--- config.mk ---
export PLATFORM = sky130hd
export DESIGN_NAME = mwr_reader
export DESIGN_NICKNAME = d
export VERILOG_FILES = /design/src/rtl/mwr_pkg.sv /design/src/rtl/mwr_halftimer.sv /design/src/rtl/mwr_seq.sv /design/src/rtl/mwr_capture.sv /design/src/rtl/mwr_reader.sv
export SDC_FILE = /design/constraint.sdc
export NUM_CORES = 1
export LEC_CHECK = 0
export ABC_CLOCK_PERIOD_IN_PS = 3500
export BUFFER_PORTS_ARGS = -buffer_cell sky130_fd_sc_hd__clkbuf_2
export CORE_UTILIZATION = 60
export CTS_CLUSTER_SIZE = 10
export DETAILED_ROUTE_END_ITERATION = 12
export PLACE_DENSITY = 0.87
export SLEW_MARGIN = 25
export SYNTH_ARGS = -nofsm -noshare
export SYNTH_HDL_FRONTEND = slang
export SYNTH_SLANG_ARGS = --single-unit
--- constraint.sdc ---
create_clock -name clk -period 3.5 [get_ports clk]
set_input_delay 0.35 -clock clk [delete_from_list [all_inputs] [get_ports clk]]
set_output_delay 0.35 -clock clk [all_outputs]
set_load 0.01 [all_outputs]
--- src/rtl/mwr_pkg.sv ---
package mwr_pkg;
  localparam int unsigned MWR_ADDR_W = 6;
  localparam int unsigned MWR_DATA_W = 16;
  localparam int unsigned MWR_CMD_W  = 9;
  localparam logic [MWR_CMD_W-1:0] MWR_READ_HDR = 9'h180;

  // half-period schedule: select lead-in, frame, data, tail
  localparam int unsigned MWR_NUM_PH_I = 1 + 2*MWR_CMD_W + 2*MWR_DATA_W + 2;
  localparam int unsigned MWR_PH_W     = $clog2(MWR_NUM_PH_I);
  localparam logic [MWR_PH_W-1:0] MWR_PH_CMD   = MWR_PH_W'(1);
  localparam logic [MWR_PH_W-1:0] MWR_PH_DATA  = MWR_PH_W'(1 + 2*MWR_CMD_W);
  localparam logic [MWR_PH_W-1:0] MWR_PH_TAILH = MWR_PH_W'(1 + 2*MWR_CMD_W + 2*MWR_DATA_W);
  localparam logic [MWR_PH_W-1:0] MWR_PH_TAILL = MWR_PH_W'(2 + 2*MWR_CMD_W + 2*MWR_DATA_W);
  localparam logic [MWR_PH_W-1:0] MWR_PH_LAST  = MWR_PH_TAILL;

  typedef enum logic [2:0] {
    SEG_SELECT,
    SEG_CMD,
    SEG_DATA,
    SEG_TAIL_HI,
    SEG_TAIL_LO
  } mwr_seg_e;

  typedef struct packed {
    logic cs;
    logic sk;
    logic di;
  } mwr_pins_t;

  function automatic logic [MWR_CMD_W-1:0] mwr_frame(input logic [MWR_ADDR_W-1:0] a);
    return MWR_READ_HDR | {{(MWR_CMD_W-MWR_ADDR_W){1'b0}}, a};
  endfunction

  function automatic mwr_seg_e mwr_segment(input logic [MWR_PH_W-1:0] ph);
    if (ph < MWR_PH_CMD)        return SEG_SELECT;
    else if (ph < MWR_PH_DATA)  return SEG_CMD;
    else if (ph < MWR_PH_TAILH) return SEG_DATA;
    else if (ph == MWR_PH_TAILH) return SEG_TAIL_HI;
    else                        return SEG_TAIL_LO;
  endfunction

  // even offset inside a clocked segment is the high half
  function automatic logic mwr_high_half(input logic [MWR_PH_W-1:0] ph,
                                         input logic [MWR_PH_W-1:0] base);
    logic [MWR_PH_W-1:0] off;
    off = ph - base;
    return ~off[0];
  endfunction

  function automatic mwr_pins_t mwr_drive(input logic [MWR_PH_W-1:0] ph,
                                          input logic [MWR_CMD_W-1:0] frame);
    mwr_pins_t p;
    logic [MWR_PH_W-1:0] off;
    logic [MWR_CMD_W-1:0] sh;
    p = '0;
    off = ph - MWR_PH_CMD;
    sh = frame << (off >> 1);
    unique case (mwr_segment(ph))
      SEG_SELECT:  p.cs = 1'b1;
      SEG_CMD: begin
        p.cs = 1'b1;
        p.sk = mwr_high_half(ph, MWR_PH_CMD);
        p.di = sh[MWR_CMD_W-1];
      end
      SEG_DATA: begin
        p.cs = 1'b1;
        p.sk = mwr_high_half(ph, MWR_PH_DATA);
      end
      SEG_TAIL_HI: p.sk = 1'b1;
      default:     p = '0;
    endcase
    return p;
  endfunction
endpackage

--- src/rtl/mwr_halftimer.sv ---
module mwr_halftimer #(
  parameter int unsigned HALF_CYC = 4000
) (
  input  logic clk,
  input  logic rst_n,
  input  logic restart_i,
  input  logic run_i,
  output logic last_o
);
  localparam int unsigned CNT_W = (HALF_CYC > 1) ? $clog2(HALF_CYC) : 1;
  localparam logic [CNT_W-1:0] CNT_LAST = CNT_W'(HALF_CYC - 1);

  logic [CNT_W-1:0] cnt_q;
  logic             at_end;

  assign at_end = (cnt_q == CNT_LAST);
  assign last_o = run_i & at_end;

  always_ff @(posedge clk) begin
    if (!rst_n)         cnt_q <= '0;
    else if (restart_i) cnt_q <= '0;
    else if (run_i)     cnt_q <= at_end ? '0 : cnt_q + 1'b1;
  end

  AST_TIMER_BOUND: assert property (@(posedge clk) disable iff (!rst_n)
    cnt_q <= CNT_LAST);
  AST_TIMER_IDLE_FROZEN: assert property (@(posedge clk) disable iff (!rst_n)
    !run_i && !restart_i |=> $stable(cnt_q));
endmodule

--- src/rtl/mwr_seq.sv ---
module mwr_seq
  import mwr_pkg::*;
(
  input  logic                  clk,
  input  logic                  rst_n,
  input  logic                  start_i,
  input  logic [MWR_ADDR_W-1:0] addr_i,
  input  logic                  half_last_i,
  output logic                  start_acc_o,
  output logic                  final_edge_o,
  output logic                  busy_o,
  output logic                  done_o,
  output logic [MWR_PH_W-1:0]   ph_o,
  output logic [MWR_ADDR_W-1:0] addr_o
);
  logic                  busy_q, done_q;
  logic [MWR_PH_W-1:0]   ph_q;
  logic [MWR_ADDR_W-1:0] addr_q;

  assign start_acc_o  = start_i & ~busy_q;
  assign final_edge_o = busy_q & half_last_i & (ph_q == MWR_PH_LAST);

  always_ff @(posedge clk) begin
    if (!rst_n) begin
      busy_q <= 1'b0;
      done_q <= 1'b0;
      ph_q   <= '0;
      addr_q <= '0;
    end else begin
      done_q <= final_edge_o;
      if (start_acc_o) begin
        busy_q <= 1'b1;
        ph_q   <= '0;
        addr_q <= addr_i;
      end else if (final_edge_o) begin
        busy_q <= 1'b0;
      end else if (busy_q && half_last_i) begin
        ph_q <= ph_q + 1'b1;
      end
    end
  end

  assign busy_o = busy_q;
  assign done_o = done_q;
  assign ph_o   = ph_q;
  assign addr_o = addr_q;

  AST_START_TAKEN: assert property (@(posedge clk) disable iff (!rst_n)
    start_i && !busy_q |=> busy_q && ph_q == '0);
  AST_BUSY_UNTIL_DONE: assert property (@(posedge clk) disable iff (!rst_n)
    busy_q && !final_edge_o |=> busy_q && !done_q);
  AST_DONE_SINGLE: assert property (@(posedge clk) disable iff (!rst_n)
    done_q |=> !done_q);
  AST_DONE_NOT_BUSY: assert property (@(posedge clk) disable iff (!rst_n)
    done_q |-> !busy_q);
  AST_START_IGNORED: assert property (@(posedge clk) disable iff (!rst_n)
    busy_q && start_i |=> $stable(addr_q));
  AST_START_ON_DONE: assert property (@(posedge clk) disable iff (!rst_n)
    done_q && start_i |=> busy_q);
endmodule

--- src/rtl/mwr_capture.sv ---
module mwr_capture #(
  parameter int unsigned DATA_W = 16
) (
  input  logic              clk,
  input  logic              rst_n,
  input  logic              sample_i,
  input  logic              bit_i,
  input  logic              load_i,
  output logic [DATA_W-1:0] word_o
);
  logic [DATA_W-1:0] shift_q, word_q;

  always_ff @(posedge clk) begin
    if (!rst_n) begin
      shift_q <= '0;
      word_q  <= '0;
    end else begin
      if (sample_i) shift_q <= {shift_q[DATA_W-2:0], bit_i};
      if (load_i)   word_q  <= shift_q;
    end
  end

  assign word_o = word_q;

  AST_RESULT_HELD: assert property (@(posedge clk) disable iff (!rst_n)
    !load_i |=> $stable(word_q));
  AST_NO_SAMPLE_AT_LOAD: assert property (@(posedge clk) disable iff (!rst_n)
    load_i |-> !sample_i);
endmodule

--- src/rtl/mwr_reader.sv ---
module mwr_reader
  import mwr_pkg::*;
#(
  parameter int unsigned HALF_CYC = 4000
) (
  input  logic        clk,
  input  logic        rst_n,
  input  logic        start_i,
  input  logic [5:0]  addr_i,
  input  logic        eep_do_i,
  output logic        eep_cs_o,
  output logic        eep_sk_o,
  output logic        eep_di_o,
  output logic [3:0]  pin_vec_o,
  output logic        busy_o,
  output logic        done_o,
  output logic [15:0] data_o
);
  logic                  half_last;
  logic                  start_acc;
  logic                  final_edge;
  logic                  busy;
  logic [MWR_PH_W-1:0]   ph;
  logic [MWR_ADDR_W-1:0] addr_q;
  logic [MWR_CMD_W-1:0]  frame;
  mwr_pins_t             pins;
  mwr_seg_e              seg;
  logic                  sample_now;

  mwr_halftimer #(.HALF_CYC(HALF_CYC)) u_timer (
    .clk       (clk),
    .rst_n     (rst_n),
    .restart_i (start_acc),
    .run_i     (busy),
    .last_o    (half_last)
  );

  mwr_seq u_seq (
    .clk          (clk),
    .rst_n        (rst_n),
    .start_i      (start_i),
    .addr_i       (addr_i),
    .half_last_i  (half_last),
    .start_acc_o  (start_acc),
    .final_edge_o (final_edge),
    .busy_o       (busy),
    .done_o       (done_o),
    .ph_o         (ph),
    .addr_o       (addr_q)
  );

  assign frame = mwr_frame(addr_q);
  assign seg   = mwr_segment(ph);

  always_comb begin
    pins = '0;
    if (busy) pins = mwr_drive(ph, frame);
  end

  assign sample_now = busy & half_last & (seg == SEG_DATA) & pins.sk;

  mwr_capture #(.DATA_W(MWR_DATA_W)) u_cap (
    .clk      (clk),
    .rst_n    (rst_n),
    .sample_i (sample_now),
    .bit_i    (eep_do_i),
    .load_i   (final_edge),
    .word_o   (data_o)
  );

  assign eep_cs_o  = pins.cs;
  assign eep_sk_o  = pins.sk;
  assign eep_di_o  = pins.di;
  assign pin_vec_o = {eep_do_i, pins.di, pins.cs, pins.sk};
  assign busy_o    = busy;

  AST_IDLE_QUIET: assert property (@(posedge clk) disable iff (!rst_n)
    !busy_o |-> !eep_cs_o && !eep_sk_o && !eep_di_o);
  AST_SAMPLE_WHILE_HIGH: assert property (@(posedge clk) disable iff (!rst_n)
    sample_now |-> eep_sk_o && eep_cs_o && !eep_di_o);
  AST_LEADIN_SELECT: assert property (@(posedge clk) disable iff (!rst_n)
    start_acc |=> eep_cs_o && !eep_sk_o && !eep_di_o);
  AST_TAIL_DESELECTED: assert property (@(posedge clk) disable iff (!rst_n)
    final_edge |-> !eep_cs_o && !eep_sk_o);
endmodule

==> flow_summary.json <==
{
  "syn_area_per_cell_um2": 9.82,
  "dp_hpwl_mm": 3.20,
  "cts_setup_buffers": 0,
  "slew_viol_final": 0,
  "cap_viol_max_count": 0,
  "crit_path_cell_trace": "inv_1 > ha_1 > o21bai_1 > a311o_1 > a211oi_1 > o31a_1 > clkbuf_2",
  "start_util_pct": 64.9,
  "drt-initial-drc-count": 92,
  "numPlacedInstances": 318,
  "critPathMaxFanout": 8,
  "firstDrtPassIters": 4,
  "vdd_drop_max_mv": 0.347,
  "row_count": 22,
  "cts_tree": "done",
  "cts.clk_slew.worst_paths_ps": 60,
  "hold_buffers": 0,
  "syn2layout_area_growth_pct": 15.1,
  "cts.sinks": 58,
  "pin_count": 35,
  "nets": 295,
  "post-route-min-period_ps": 2620,
  "synthAdderAreaFrac_pct": 2.03,
  "hold_violations": 0,
  "synth_cell_type_count": 44,
  "synth_compound_area_share_pct": 13.4,
  "fin_setup_tns_ps": 0,
  "synth_xor_area_share_pct": 4.62,
  "clock_skew_ps": 6.91,
  "die_h_um": 66.1,
  "synth_edf_count": 0,
  "ys_seq_area_share_pct": 47.1,
  "num_vias": 1924,
  "yosys.area_share.simple_pct": 18.1,
  "synthCells": 251,
  "grtUsageTotal_pct": 24.3,
  "path_class": "reg2out",
  "wire_per_inst_um": 14.2,
  "cts_buffers": 9,
  "grt_pass1_vias": 1772,
  "power_leakage_nw": 1.10,
  "cp.required_ps": 3150,
  "instances_no_fill": 334,
  "dieArea_um2": 4370,
  "netlist_area_um2": 2460,
  "antenna_found_initial": 0,
  "ant_nets": 0,
  "diodes": 0,
  "synth_top_family_by_area": "simple AND/OR/NAND/NOR gates",
  "gp_congestion": 0.807,
  "vias_per_cell": 5.76,
  "synth_warnings": 0,
  "synth.net_count": 265,
  "status": "complete, no violations",
  "htree_levels": 3,
  "max_slew_margin_pct": 42.0,
  "critPathSlowestCell": "dfxtp_1",
  "clk_latency_ps": 340,
  "grt_pass1_wl_mm": 7.79,
  "ys_ff_latch": 58,
  "async_reset_ff_share_pct": 0,
  "grt_overflow": 0,
  "fmax_ghz": 0.381,
  "core_area_um2": 3800,
  "post_cts_resized": 0,
  "ctsLongestPathBuffers": 2,
  "r2r_slack_ps": 1130,
  "finalSetupViolations": 0,
  "routed_wirelength_mm": 4.74,
  "grt_start_max_net_pins": 28,
  "crit_path_start_kind": "flop",
  "layout-drive-gt1-share_pct": 19.6,
  "rsz0062_at_grt": "no",
  "ys.flop_type": "dfxtp_1",
  "worst_pin_slew_ps": 868,
  "cp-end-kind": "output pin",
  "slowest_delay_ps": 460,
  "critPathArrivalTime_ps": 2270,
  "hold_class": "in2reg",
  "fp.dieW_um": 66.1,
  "synth.area.mux_share_pct": 9.80,
  "numPortBuffers": 34,
  "power.density_nw_per_um2": 491,
  "route.detailed.drc": 0,
  "clock-root-buffer": "clkbuf_8",
  "fin_total_pwr_mw": 1.39,
  "fin_crit_sh_pct": 74.9
}
==> critical path: cells and delay by family, from the launching register on <==
family                     cells  cell delay, ps
AOI/OAI and AO/OA              4             920
DFF                            1             460
adders and majority gates      1             300
buffers and inverters          2             250
==> synthesized netlist by cell type, types with 4 or more instances <==
cell type  number  area share [%]
nand3_1         7             1.4
buf_4           5             1.5
a22o_1         16             5.7
a21oi_1         8             1.6
nor4_1          5             1.3
nand2_1        26             4.0
xnor2_1         9             3.2
nor2b_1         9             2.3
nor2_1         17             2.6
mux2i_1        23             9.3
clkbuf_1       10             1.5
inv_1           8             1.2
ha_1            4             2.0
o21ai_0         5             1.0
dfxtp_1        58              47
xor2_1          4             1.4
==> final cells by class <==
class	count	area [µm²]
clock buffer	11	141
clock inverter	5	77.6
fill	264	962
inverter	8	30.0
multi-input combinational	168	1180
sequential	58	1160
tap	48	60.1
timing repair buffer	36	185
==> cells by family (layout without fill, tap and decap cells) <==
| group | Yosys count | count (layout) |
|---|---|---|
| adder cells (fa/ha/maj) | 4 | 4 |
| flip-flops | 58 | 58 |
| AO/OA/AOI/OAI | 44 | 44 |
| AND/OR/NAND/NOR | 83 | 83 |
| multiplexers | 24 | 24 |
| XOR/XNOR | 13 | 13 |
| buffers and inverters | 25 | 60 |
==> stage by stage <==
step	instance area [µm²]	utilization [%]	hold slack (ps)	setup slack, ps
after floorplan	2460	-	434	1340
after global placement	2620	68.9	445	1230
after detailed placement	2620	68.9	452	1180
after CTS	2840	74.7	235	857
after global routing	2840	74.7	237	698
final	2840	74.7	245	879
==> placed cells by master (no fill, tap or decap), drive strengths merged, types with 2 or more instances in the layout <==
| master | count |
|---|---|
| or4 | 4 |
| buf | 2 |
| or3 | 2 |
| and3 | 2 |
| nor3 | 3 |
| nand4 | 3 |
| clkinv | 2 |
| mux2i | 23 |
| o21ai | 5 |
| inv | 8 |
| nor2b | 9 |
| o31ai | 3 |
| clkbuf | 45 |
| nor2 | 17 |
| ha | 4 |
| a22o | 16 |
| xnor2 | 9 |
| a21oi | 8 |
| nor4 | 6 |
| nand2 | 26 |
| xor2 | 4 |
| dfxtp | 58 |
| bufinv | 2 |
| nand3 | 7 |
==> final timing paths <==
kind,startpoint,cells after the start,to
setup reg to reg,u_seq.busy_o$_SDFFE_PN0P_,5,u_cap.shift_q[12]$_SDFFE_PN0P_
setup / recovery,u_seq.ph_o[0]$_SDFFE_PP0P_,7,eep_di_o
hold reg to reg,u_cap.shift_q[15]$_SDFFE_PN0P_,2,u_cap.shift_q[15]$_SDFFE_PN0P_
hold / removal,eep_do_i,3,u_cap.shift_q[0]$_SDFFE_PN0P_
==> report_power, final <==
part / switching [mW] / internal [mW] / total, mW
Combinational: 0.0250 / 0.0183 / 0.0433
Sequential: 0.00654 / 0.666 / 0.673
Clock: 0.258 / 0.417 / 0.676
==> layer usage <==
layer	track usage, %	up-vias	share of wire (%)
met2	40.1	51	49
met1	26.8	912	44
met3	11.0	10	6.0
li1	-	951	-
met4	10.4	0	1.3
met5	0	-	0
==> sequential cells by signal, summed over array words and instances (netlist names) <==
signal,count
u_seq.addr_o,6
u_seq.busy_o,1
u_cap.word_o,16
u_timer.cnt_q,12
u_cap.shift_q,16
u_seq.ph_o,6
u_seq.done_o,1
Note: power is estimated with default switching activity, not from simulation.
